$ cat src/rtl/i2c_sr_pkg.sv
package i2c_sr_pkg;
  localparam int unsigned SR_W  = 8;
  localparam int unsigned CNT_W = $clog2(SR_W + 1);

  // Left shift with a new bit entering at position 0.
  function automatic logic [SR_W-1:0] f_shift_in(input logic [SR_W-1:0] cur,
                                                 input logic            b);
    return {cur[SR_W-2:0], b};
  endfunction

  // Counter step: a clear wins, otherwise the count rises up to SR_W and stops there.
  function automatic logic [CNT_W-1:0] f_cnt_next(input logic [CNT_W-1:0] cur,
                                                  input logic             clr,
                                                  input logic             inc);
    if (clr) return '0;
    if (inc && (cur != CNT_W'(SR_W))) return cur + 1'b1;
    return cur;
  endfunction
endpackage

$ cat src/rtl/i2c_sr_sync.sv
module i2c_sr_sync #(
  parameter int unsigned STAGES = 2
) (
  input  logic clk,
  input  logic rst,
  input  logic rise_in,
  input  logic din,
  output logic rise_out,
  output logic dout
);
  logic [STAGES-1:0] rise_q;
  logic [STAGES-1:0] data_q;

  for (genvar i = 0; i < STAGES; i++) begin : g_stage
    if (i == 0) begin : g_first
      always_ff @(posedge clk) begin
        if (rst) begin
          rise_q[0] <= 1'b0;
          data_q[0] <= 1'b1;
        end else begin
          rise_q[0] <= rise_in;
          data_q[0] <= din;
        end
      end
    end else begin : g_next
      always_ff @(posedge clk) begin
        if (rst) begin
          rise_q[i] <= 1'b0;
          data_q[i] <= 1'b1;
        end else begin
          rise_q[i] <= rise_q[i-1];
          data_q[i] <= data_q[i-1];
        end
      end
    end
  end

  assign rise_out = rise_q[STAGES-1];
  assign dout     = data_q[STAGES-1];
endmodule

$ cat src/rtl/i2c_sr_bitcnt.sv
module i2c_sr_bitcnt
  import i2c_sr_pkg::*;
(
  input  logic             clk,
  input  logic             rst,
  input  logic             clr,
  input  logic             inc,
  output logic [CNT_W-1:0] cnt,
  output logic             full
);
  always_ff @(posedge clk) begin
    if (rst) cnt <= '0;
    else     cnt <= f_cnt_next(cnt, clr, inc);
  end

  assign full = (cnt == CNT_W'(SR_W));
endmodule

$ cat src/rtl/i2c_sr_txout.sv
module i2c_sr_txout (
  input  logic clk,
  input  logic rst,
  input  logic fall,
  input  logic msb,
  input  logic full,
  output logic sda
);
  always_ff @(posedge clk) begin
    if (rst)       sda <= 1'b1;
    else if (fall) sda <= full ? 1'b1 : msb;
  end
endmodule

$ cat src/rtl/i2c_byte_shifter.sv
module i2c_byte_shifter
  import i2c_sr_pkg::*;
#(
  parameter int unsigned SYNC_STAGES = 2
) (
  input  logic             clk,
  input  logic             rst,
  input  logic             cpu_wr,
  input  logic [SR_W-1:0]  cpu_wdata,
  output logic [SR_W-1:0]  cpu_rdata,
  input  logic             en,
  input  logic             master,
  input  logic             scl_rise,
  input  logic             scl_fall,
  input  logic             sda_in,
  output logic             sda_out,
  output logic [CNT_W-1:0] bit_cnt,
  output logic             byte_done,
  output logic             start_clk
);
  logic [SR_W-1:0] shreg;
  logic            rise_sync;
  logic            sda_bit;
  logic            wr_accept;
  logic            cap_evt;

  i2c_sr_sync #(.STAGES(SYNC_STAGES)) u_sync (
    .clk(clk), .rst(rst), .rise_in(scl_rise), .din(sda_in),
    .rise_out(rise_sync), .dout(sda_bit)
  );

  // Named internal events, brought out for the checker.
  assign wr_accept = cpu_wr & en;
  assign cap_evt   = rise_sync & en & ~byte_done & ~wr_accept;

  i2c_sr_bitcnt u_cnt (
    .clk(clk), .rst(rst), .clr(wr_accept), .inc(cap_evt),
    .cnt(bit_cnt), .full(byte_done)
  );

  always_ff @(posedge clk) begin
    if (rst)            shreg <= '0;
    else if (wr_accept) shreg <= cpu_wdata;
    else if (cap_evt)   shreg <= f_shift_in(shreg, sda_bit);
  end

  always_ff @(posedge clk) begin
    if (rst) start_clk <= 1'b0;
    else     start_clk <= wr_accept & master;
  end

  i2c_sr_txout u_tx (
    .clk(clk), .rst(rst), .fall(scl_fall), .msb(shreg[SR_W-1]),
    .full(byte_done), .sda(sda_out)
  );

  assign cpu_rdata = shreg;
endmodule

$ cat config.mk
export PLATFORM = sky130hd
export DESIGN_NAME = i2c_byte_shifter
export DESIGN_NICKNAME = d
export VERILOG_FILES = /design/src/rtl/i2c_sr_pkg.sv /design/src/rtl/i2c_sr_sync.sv /design/src/rtl/i2c_sr_bitcnt.sv /design/src/rtl/i2c_sr_txout.sv /design/src/rtl/i2c_byte_shifter.sv
export SDC_FILE = /design/constraint.sdc
export NUM_CORES = 1
export LEC_CHECK = 0
export ABC_AREA = 0
export BUFFER_PORTS_ARGS = -buffer_cell sky130_fd_sc_hd__buf_2
export CAP_MARGIN = 10
export CORE_MARGIN = 8
export CORE_UTILIZATION = 45
export DETAILED_ROUTE_END_ITERATION = 8
export PLACE_DENSITY_LB_ADDON = 0.2
export SLEW_MARGIN = 30
export SYNTH_ARGS = -nofsm -noshare
export SYNTH_HDL_FRONTEND = slang
export SYNTH_HIERARCHICAL = 1
export SYNTH_SLANG_ARGS = --single-unit
$ cat constraint.sdc
create_clock -name clk -period 2 [get_ports clk]
set_input_delay 0.3 -clock clk [delete_from_list [all_inputs] [get_ports clk]]
set_output_delay 0.3 -clock clk [all_outputs]
set_load 0.005 [all_outputs]
==> summary.txt, run 1 <==
Outcome
  • Outcome: finished, final reports clean

Floorplan
  • Starting Density: ~46%
  • Die Wd: roughly 57 um
  • Chip height: between 50 and 60 um
  • Top Ports: 31
  • Cell Rows: 15
  • Core area: about 0.0017 mm^2
  • Die footprint: 0.003255 mm^2

Hold path
  • Hold Crit Depth: 2
  • Worst hold path type: in -> reg

GRT
  • Grt ovf: 0
  • Initial antenna violation count: 0
  • Vias in the first global route: 677
  • Largest net degree at the start of global routing: 19
  • First-pass GRT wire length: ~2900 um
  • GRT Total Usage: a little over a tenth

Synthesis
  • Synth top area cells: dfxtp_1 (48%), nand2_1 (11%), a311oi_1 (8.1%)
  • Synth Cell Area: 758.2 um^2
  • Post-synth top area share: 47.52%
  • Main synth FF type: dfxtp_1
  • EDFF count, synth: 0
  • Count of cell types in the netlist: 23
  • Sequential share of the synthesized area: 47.52%
  • Synth cell count leaders: nand2_1 (23), dfxtp_1 (18), nor2_1 (11)
  • Top cell type by total area after synthesis: dfxtp_1
  • Cell with the most instances after synthesis: nand2_1
  • Syn nets: 104
  • Syn Inst Count: 86
  • Syn avg cell area: 8.817 um^2
  • Post-synth ARST share: 0%
  • Yosys reg bits: 18
  • Ys Warns: 6

Clocking
  • Postcts setup bufs: 0
  • CTS clk-pin slew, worst paths: 0.10 ns
  • Clock buffer depth: 2
  • TritonCTS Buffers: 3
  • Cts hold-fix bufs: 0
  • CTS root buffer: clkbuf_4
  • TritonCTS sink count: 18
  • Clk Latency, worst-skew pair: 0.28 ns
  • Post-cts sizing count: 0
  • CTS tree: yes
  • H-tree depth: 1

Worst setup path
  • Worst-path fanout max: 6
  • Worst path max stage delay: 0.40 ns
  • Crit path required time: 2.22 ns
  • WP data arrival: 2.10 ns
  • Worst R2R Path Depth: 8
  • Setup crit start kind: flip-flop
  • Worst setup EP type: flip-flop
  • Worst path slowest cell: dfxtp_1
  • Worst-path cell chain: inv_1 -> ha_1 -> and3b_1 -> nand3b_1 -> nor2_1 -> nand2_1 -> or3_1 -> a21boi_1
  • CP Class: reg -> reg

Flow run
  • Maximum Capacitance Violations: 0

Detailed routing
  • Antenna-violating nets left: 0
  • DR pass1 iterations: 4
  • Via Count: 684
  • Final WL: 1759 um
  • Via/cell ratio: 5.067
  • Routed WL per cell: roughly 13 um
  • Drt first-iter violations: 20
  • Residual DRC: 0

Timing
  • Slew HR: 78.61%
  • RSZ-0062 raised after global routing: false
  • Min Tclk post-route: 1.876 ns
  • Hold WS: 0.1937 ns
  • Measured slew at the worst slew-check pin: 0.3209 ns
  • Final setup violation count: 0
  • Fin crit share: a little over nine tenths
  • Final worst slack: 0.1242 ns
  • Final hold violation count: 0
  • F_max: 533.1 MHz
  • Clk_skew: roughly 0.0023 ns
  • Setup TNS: 0 ns
  • Fin. max-slew vios: 0

Final layout
  • Share of cells above drive strength 1: 31.36%
  • Fin cells: 135
  • Antenna cells: 0
  • FILL cells: 155
  • Area delta synth->final: 24.92%
  • Nets: roughly 140

Power and ir drop
  • Leakage power: 0.4423 nW
  • Tot Pwr: 0.6315 mW
  • VDD IR max: 443.4 uV
  • Pwr Density: 666.7 mW/mm^2

Placed design
  • DP HPWL: 1357 um
  • Port buffer count: 30
  • Dpl cells: 132
  • GP Congestion: 0.7188
  • Pre-CTS setup slack: about 0.16 ns
[stage by stage]
step	util [%]	instance area, um^2
CTS	57.35	947.2
global placement	55.98	924.6
detailed placement	55.98	924.6
finish	57.35	947.2
global route	57.35	947.2
floorplan	-	758.2
[power breakdown]
group / leakage (nW) / internal, mW / switching, mW
Clock: 0.0138 / 0.0698 / 0.103
Sequential: 0.148 / 0.376 / 0.0101
Combinational: 0.281 / 0.0364 / 0.0367
[cell usage in the layout (no fill, tap or decap)]
master,count
and3b_1,2
xor2_1,1
ha_1,2
nand4_1,1
or2_1,2
or3_1,1
buf_2,30
inv_1,3
nor4b_2,1
a311oi_1,7
clkbuf_4,3
nand2_1,23
nor3b_1,1
a21boi_1,1
nand2b_1,1
nor3_1,2
dfxtp_1,18
buf_4,2
a311oi_2,1
nand3b_1,1
nor2b_1,2
mux2i_1,2
nor2_1,11
[critical path: cells and delay by family (launching register included)]
kind	cells	cell delay, ns
AO/OA/AOI/OAI	1	0.13
buffers and inverters	1	0.08
flip-flops	1	0.40
AND/OR/NAND/NOR	5	1.02
adder cells (fa/ha/maj)	1	0.19
[registers in the layout, indices dropped and copies added (netlist names)]
register         count
u_cnt/cnt            4
start_clk            1
cpu_rdata            8
u_sync/data_q        1
u_tx/sda             1
u_sync/rise_out      1
u_sync/dout          1
u_sync/rise_q        1
[layer usage]
metal	vias up	share of wire, %	GRT usage, %	wire length, um
met1	303	45	12.03	785
met3	2	7.3	4.878	128
met5	-	0	0	0
met4	0	0.68	4.027	12
met2	24	47	17.98	833
li1	355	-	-	-
[final cells by class]
class	count	area, um^2	area share (%)
Multi-Input combinational cell	62	366.6	38.71
Sequential cell	18	360.3	38.04
Clock buffer	3	22.52	2.378
Timing Repair Buffer	32	165.2	17.44
Tap cell	17	21.27	2.246
Inverter	3	11.26	1.189
[cell families after synthesis]
| family | synth area share, % |
|---|---|
| AND/OR/NAND/NOR | 30.20 |
| multiplexers | 2.640 |
| flip-flops | 47.53 |
| XOR/XNOR | 1.155 |
| buffers and inverters | 4.124 |
| AO/OA/AOI/OAI | 11.06 |
| adder cells (fa/ha/maj) | 3.300 |
[worst paths after layout]
path	slack, ns	endpoint	startpoint
hold / removal	0.19	u_sync/data_q[0]	sda_in
setup reg to reg	0.12	u_cnt/cnt[2]	u_cnt/cnt[0]
setup / recovery	0.12	u_cnt/cnt[2]	u_cnt/cnt[0]
hold reg to reg	0.43	u_sync/dout	u_sync/data_q[0]
Note: power is estimated with default switching activity, not from simulation.
==> run 2, diff against run 1 <==
--- a/config.mk
+++ b/config.mk
@@ -12,6 +12,7 @@
 export CORE_UTILIZATION = 45
 export DETAILED_ROUTE_END_ITERATION = 8
 export PLACE_DENSITY_LB_ADDON = 0.2
+export REMOVE_ABC_BUFFERS = 1
 export SLEW_MARGIN = 30
 export SYNTH_ARGS = -nofsm -noshare
 export SYNTH_HDL_FRONTEND = slang
==> run 2 against run 1 <==
Compared with the run above: die area unchanged; power is 7.7% higher; combinational power down 0.5%; largest cell class unchanged; largest power group unchanged.
==> summary.txt, run 2 (synthesized netlist as in run 1, its figures left out) <==
GRT
  • Grt ovf: 0 (unchanged)
  • First-pass GRT wire length: 2684 um (-7.6%)
  • Vias in the first global route: 654 (-3.4%)
  • GRT Total Usage: 9.969% (-0.96 points)
  • Largest net degree at the start of global routing: 19 (unchanged)
  • Initial antenna violation count: 0 (unchanged)

Worst setup path
  • Flop2flop setup slack: 0.16 ns (+0.03 ns)
  • Worst-path cell chain: inv_1 -> ha_1 -> and3b_1 -> nand3b_1 -> nor2_1 -> nand2_1 -> or3_1 -> a21boi_1
  • Setup crit start kind: flip-flop
  • WP data arrival: 2.07 ns (-0.03 ns)
  • Worst R2R Path Depth: 8 (unchanged)
  • Worst path slowest cell: dfxtp_1
  • RR Endpoint: u_cnt/cnt[2]
  • Critical path depth: 8 (unchanged)
  • Reg2reg start: u_cnt/cnt[0]
  • CP Class: reg -> reg
  • Cell family with most CP delay: simple AND/OR/NAND/NOR gates
  • Worst-path fanout max: 6 (unchanged)
  • Crit path required time: 2.23 ns (about the same)
  • CP bufs+invs: 1 (unchanged)
  • Worst path max stage delay: 0.42 ns (+0.02 ns)
  • Worst setup EP type: flip-flop

Floorplan
  • Die Wd: 57.05 um (unchanged)
  • Core area: 0.001652 mm^2 (unchanged)
  • Die footprint: 0.003255 mm^2 (unchanged)
  • Starting Density: 45.91% (unchanged)
  • Chip height: 57.05 um (unchanged)
  • Top Ports: 31 (unchanged)
  • Cell Rows: 15 (unchanged)

Clocking
  • TritonCTS Buffers: 3 (unchanged)
  • Clk Latency, worst-skew pair: 0.29 ns (about the same)
  • CTS tree: yes
  • Cts hold-fix bufs: 0 (unchanged)
  • Postcts setup bufs: 0 (unchanged)
  • CTS clk-pin slew, worst paths: 0.10 ns (about the same)
  • CTS root buffer: clkbuf_4
  • H-tree depth: 1 (unchanged)
  • TritonCTS sink count: 18 (unchanged)
  • Clock buffer depth: 2 (unchanged)
  • Post-cts sizing count: 0 (unchanged)

Hold path
  • Hold Crit Depth: 2 (unchanged)
  • Worst hold path type: in -> reg
  • Hold Startpoint: sda_in
  • Hold path endpoint: u_sync/data_q[0]

Final layout
  • Share of cells above drive strength 1: 31.93% (+0.58 points)
  • Area delta synth->final: 26.73%
  • FILL cells: 160 (+3.2%)
  • Most common cell after layout, fill and taps aside: buf_2
  • Fin area: 960.9 um^2 (+1.5%)
  • Antenna cells: 0 (unchanged)
  • Nets: 138 (unchanged)
  • Max reg flops: 8 (unchanged)
  • Most frequent cells in the layout: buf_2 (30), nand2_1 (23), dfxtp_1 (18)

Power and ir drop
  • Leakage power: 0.4494 nW (+1.6%)
  • VDD IR max: 440.8 uV (-0.57%)
  • Pwr Density: 708.1 mW/mm^2 (+6.2%)

Detailed routing
  • Final WL: 1687 um (-4.1%)
  • Max layer used: met4
  • Drt first-iter violations: 8 (-60%)
  • Antenna-violating nets left: 0 (unchanged)
  • DRT met1 WL: 764 um (-2.7%)
  • Routed WL per cell: 12.40 um (-4.8%)
  • DR pass1 iterations: 3 (-1)
  • Metal2 WL: 786 um (-5.6%)
  • Routed length on met3: 120 um (-6.3%)
  • Via/cell ratio: 4.993 (-1.5%)
  • Residual DRC: 0 (unchanged)
  • Via Count: 679 (-0.73%)

Timing
  • Slew HR: 79.30% (+0.69 points)
  • Final hold violation count: 0 (unchanged)
  • Clk_skew: 0.001204 ns (-0.001126 ns)
  • Setup TNS: 0 ns (unchanged)
  • RSZ-0062 raised after global routing: false
  • Fin crit share: 92.16% (-1.6 points)
  • F_max: 542.6 MHz (+1.8%)
  • Final setup violation count: 0 (unchanged)
  • Min Tclk post-route: 1.843 ns (-0.03265 ns)
  • Fin. max-slew vios: 0 (unchanged)
  • Measured slew at the worst slew-check pin: 0.3106 ns (-0.01030 ns)

Placed design
  • DP HPWL: 1285 um (-5.3%)
  • Post-DP Area: 924.6 um^2 (unchanged)
  • GP Congestion: 0.6992 (-2.7%)
  • Port buffer count: 30 (unchanged)

Outcome
  • Outcome: finished, final reports clean

Flow run
  • Maximum Capacitance Violations: 0 (unchanged)
-- run 2: cell count changes in the layout (fill, tap and decap cells not counted), sizes merged --
cell,change
clkbuf,+1
-- run 2: stage by stage --
stage	util (%)	total power [mW]	instances	setup WS [ns]	hold slack (ns)
floorplan	-	0.4255	83	0.1325	0.3679
global placement	55.98	0.4668	132	0.2793	0.3858
detailed placement	55.98	0.4689	132	0.1736	0.3941
CTS	58.18	0.6888	136	0.1511	0.1795
global route	58.18	0.7128	136	0.005971	0.1716
finish	58.18	0.6804	136	0.1569	0.1857
-- run 2: worst max-delay path by stage --
stage / startpoint / to
final: u_cnt/cnt[0] / u_cnt/cnt[2]
after global routing: u_cnt/cnt[0] / u_cnt/cnt[2]
after CTS: u_cnt/cnt[0] / u_cnt/cnt[2]
after detailed placement: u_cnt/cnt[0] / u_cnt/cnt[2]
after global placement: u_cnt/cnt[0] / u_cnt/cnt[2]
after floorplan: u_cnt/cnt[0] / u_cnt/cnt[2]
-- run 2: layout make-up --
class	instances	area [um^2]	share of cell area, %
Timing Repair Buffer	32	165.2	17.19
Multi-Input combinational cell	62	366.6	38.15
Sequential cell	18	360.3	37.50
Inverter	3	11.26	1.172
Clock buffer	4	36.28	3.776
Tap cell	17	21.27	2.214
-- run 2: metal layers --
metal | track usage (%) | up-vias
li1 | - | 357
met1 | 10.18 | 300
met2 | 16.90 | 20
met3 | 3.991 | 2
met4 | 5.369 | 0
met5 | 0 | -
-- run 2: worst register-to-register path: stages, from the launching register on --
cell and delay, ns:
dfxtp_1 0.42, inv_1 0.09, ha_1 0.19, and3b_1 0.21
nand3b_1 0.19, nor2_1 0.17, nand2_1 0.09, or3_1 0.31
a21boi_1 0.12
-- run 2: power by group --
group          switching (mW)  internal [mW]  leakage, nW
combinational          0.0364         0.0364        0.281
sequential            0.00982          0.376        0.148
clock                   0.111          0.111       0.0210
==> run 3, diff against run 2 <==
--- a/config.mk
+++ b/config.mk
@@ -16,5 +16,4 @@
 export SLEW_MARGIN = 30
 export SYNTH_ARGS = -nofsm -noshare
 export SYNTH_HDL_FRONTEND = slang
-export SYNTH_HIERARCHICAL = 1
 export SYNTH_SLANG_ARGS = --single-unit
==> run 3 against run 2 <==
Compared with the run above: clock-buffer cell count decreased by 1; clock power fell by 23%; first-iteration DRC count grew 100%; worst setup slack gained 0.20 ns; fmax grew 12%; largest power group unchanged.
==> summary.txt, run 3 <==
Final layout
  • Area of the multi-input gates: 362.8 um^2 (-1.0%)
  • Nets: 137 (-0.72%)
  • Antenna cells: 0 (unchanged)
  • Area delta synth->final: 21.52%
  • Share of cells above drive strength 1: 31.62% (-0.31 points)
  • Most frequent cells in the layout: buf_2 (30), dfxtp_1 (18), o21ai_0 (11)
  • Register area: 360.3 um^2 (unchanged)
  • FILL cells: 164 (+2.5%)
  • Max reg flops: 8 (unchanged)
  • Most common cell after layout, fill and taps aside: buf_2

Clocking
  • CTS clk-pin slew, worst paths: 0.10 ns (about the same)
  • H-tree depth: 1 (unchanged)
  • Cts hold-fix bufs: 0 (unchanged)
  • Clock buffer depth: 2 (unchanged)
  • TritonCTS sink count: 18 (unchanged)
  • Postcts setup bufs: 0 (unchanged)
  • Clk Latency, worst-skew pair: 0.29 ns (about the same)
  • CTS tree: yes
  • Post-cts sizing count: 0 (unchanged)
  • CTS root buffer: clkbuf_4
  • TritonCTS Buffers: 3 (unchanged)

GRT
  • First-pass GRT wire length: 2884 um (+7.5%)
  • Largest net degree at the start of global routing: 19 (unchanged)
  • GRT Total Usage: 10.79% (+0.82 points)
  • Grt ovf: 0 (unchanged)
  • Initial antenna violation count: 0 (unchanged)
  • Vias in the first global route: 666 (+1.8%)

Placed design
  • Port buffer count: 30 (unchanged)
  • GP Congestion: 0.8164 (+17%)

Worst setup path
  • Worst-path fanout max: 13 (+7)
  • WP data arrival: 1.34 ns (-0.73 ns)
  • CP Class: reg -> out
  • Crit path required time: 1.70 ns (-0.53 ns)
  • Setup crit start kind: flip-flop
  • Worst setup EP type: output pin

Detailed routing
  • Final WL: 1783 um (+5.7%)
  • Drt first-iter violations: 16 (+8)
  • Antenna-violating nets left: 0 (unchanged)
  • Residual DRC: 0 (unchanged)
  • Via/cell ratio: 5.493 (+10%)
  • Routed WL per cell: 13.31 um (+7.3%)
  • Via Count: 736 (+8.4%)
  • DR pass1 iterations: 4 (+1)

Floorplan
  • Die footprint: 0.003301 mm^2 (+1.4%)
  • Cell Rows: 15 (unchanged)
  • Starting Density: 46.29% (+0.38 points)
  • Die Wd: 57.45 um (+0.70%)
  • Chip height: 57.45 um (+0.70%)
  • Top Ports: 31 (unchanged)
  • Core area: 0.001670 mm^2 (+1.1%)

Power and ir drop
  • Switch share: 23.37% (+0.26 points)
  • Internal Pwr Total: 0.4805 mW (-8.2%)
  • Clock network power share: 27.4% (-5.2 points)
  • Combinational power share: 11.2% (+0.5 points)
  • Seq pwr share: 61.4% (+4.7 points)
  • Switching power: 0.1466 mW (-6.8%)
  • Pwr Density: 667.3 mW/mm^2 (-5.8%)
  • VDD IR max: 393.9 uV (-11%)
  • Leakage power: 0.4109 nW (-8.6%)

Timing
  • Slew HR: 61.31% (-18 points)
  • Clk_skew: 0.01060 ns (+0.009397 ns)
  • Fin. max-slew vios: 0 (unchanged)
  • Min Tclk post-route: 1.643 ns (-0.1998 ns)
  • F_max: 608.5 MHz (+12%)
  • Measured slew at the worst slew-check pin: 0.5790 ns (+0.2684 ns)
  • Final hold violation count: 0 (unchanged)
  • Final setup violation count: 0 (unchanged)
  • Setup TNS: 0 ns (unchanged)
  • RSZ-0062 raised after global routing: false
  • Fin crit share: 82.17% (-10 points)
  • Hold WS: 0.1965 ns (+0.01078 ns)

Synthesis
  • Syn avg cell area: 8.592 um^2 (-2.6%)
  • XOR/XNOR share of the synthesized area: 0% (-1.2 points)
  • Top cell type by total area after synthesis: dfxtp_1
  • Synth Area in Compound Gates: 19.74% (+8.7 points)
  • Syn Inst Count: 90 (+4.7%)
  • Post-synth ARST share: 0% (unchanged)
  • Count of cell types in the netlist: 23 (unchanged)
  • Ys Warns: 0 (-6)
  • Largest family of logic cells by synthesized area: simple AND/OR/NAND/NOR gates
  • Cell with the most instances after synthesis: dfxtp_1
  • Sequential share of the synthesized area: 46.60% (-0.92 points)
  • Main synth FF type: dfxtp_1
  • EDFF count, synth: 0 (unchanged)
  • Yosys reg bits: 18 (unchanged)
  • Synth Cell Area: 773.2 um^2 (+2.0%)
  • Multiplexer share of the synthesized area: 1.294% (-1.3 points)
  • Post-synthesis simple-gate area fraction: 22.65% (-7.5 points)
  • Synth top area cells: dfxtp_1 (47%), a311oi_1 (9.1%), o21ai_0 (7.1%)
  • Post-synthesis adder-cell area fraction: 3.236% (-0.064 points)
  • Post-synth top area share: 46.60% (-0.92 points)
  • Synth cell count leaders: dfxtp_1 (18), o21ai_0 (11), nand3_1 (10)

Hold path
  • Worst hold path type: in -> reg

Flow run
  • Maximum Capacitance Violations: 0 (unchanged)

Outcome
  • Outcome: finished, final reports clean
-- run 3: cell type report --
type / count / share of cell area [%]
inverter: 4 / 1.598
sequential: 18 / 38.35
timing repair buffer: 31 / 16.78
tap: 17 / 2.264
clock buffer: 3 / 2.397
multi-input combinational: 61 / 38.62
-- run 3: critical path, cell delays in order (launching register included) --
cell and delay [ns]:
dfxtp_1 0.41, inv_1 0.08, ha_1 0.20, nand3b_1 0.11, inv_2 0.11, buf_2 0.14
-- run 3: routing by layer --
layer / share of wire, % / track usage [%] / vias up
met3: 8.5 / 4.036 / 2
met4: 0.73 / 6.429 / 0
met2: 46 / 16.40 / 26
met1: 45 / 12.52 / 335
li1: - / - / 373
met5: 0 / 0 / -
-- run 3: logic make-up (layout without fill, tap and decap cells) --
family,after synthesis,in the layout
buffers and inverters,11,38
AOI/OAI and AO/OA,24,24
DFF,18,18
adders and majority gates,2,2
muxes,1,1
and+or+nand+nor,34,34
-- run 3: worst paths after layout --
check	startpoint	endpoint	slack, ns	cells past startpoint
max	u_cnt.cnt[0]	byte_done	0.36	5
min	sda_in	u_sync.data_q[0]	0.20	2
max reg2reg	u_cnt.cnt[0]	u_cnt.cnt[2]	0.41	6
min reg2reg	u_sync.data_q[0]	u_sync.dout	0.42	1
-- run 3: power groups by stage --
stage	Combinational (mW)	Sequential (mW)	Clock (mW)
finish	0.0702	0.385	0.172
global route	0.0778	0.388	0.195
CTS	0.0716	0.385	0.181
detailed placement	0.0712	0.393	0
global placement	0.0697	0.393	0
floorplan	0.0302	0.394	0
-- run 3: per-stage QoR --
stage / setup slack (ns) / power (mW) / utilization [%] / std cells / area [um^2]
floorplan: 0.3069 / 0.4244 / - / 83 / 738.2
global placement: 0.5174 / 0.4631 / 54.91 / 131 / 917.1
detailed placement: 0.4343 / 0.4647 / 54.91 / 131 / 917.1
CTS: 0.3494 / 0.6375 / 56.25 / 134 / 939.7
global route: 0.2947 / 0.6606 / 56.25 / 134 / 939.7
finish: 0.3566 / 0.6270 / 56.25 / 134 / 939.7
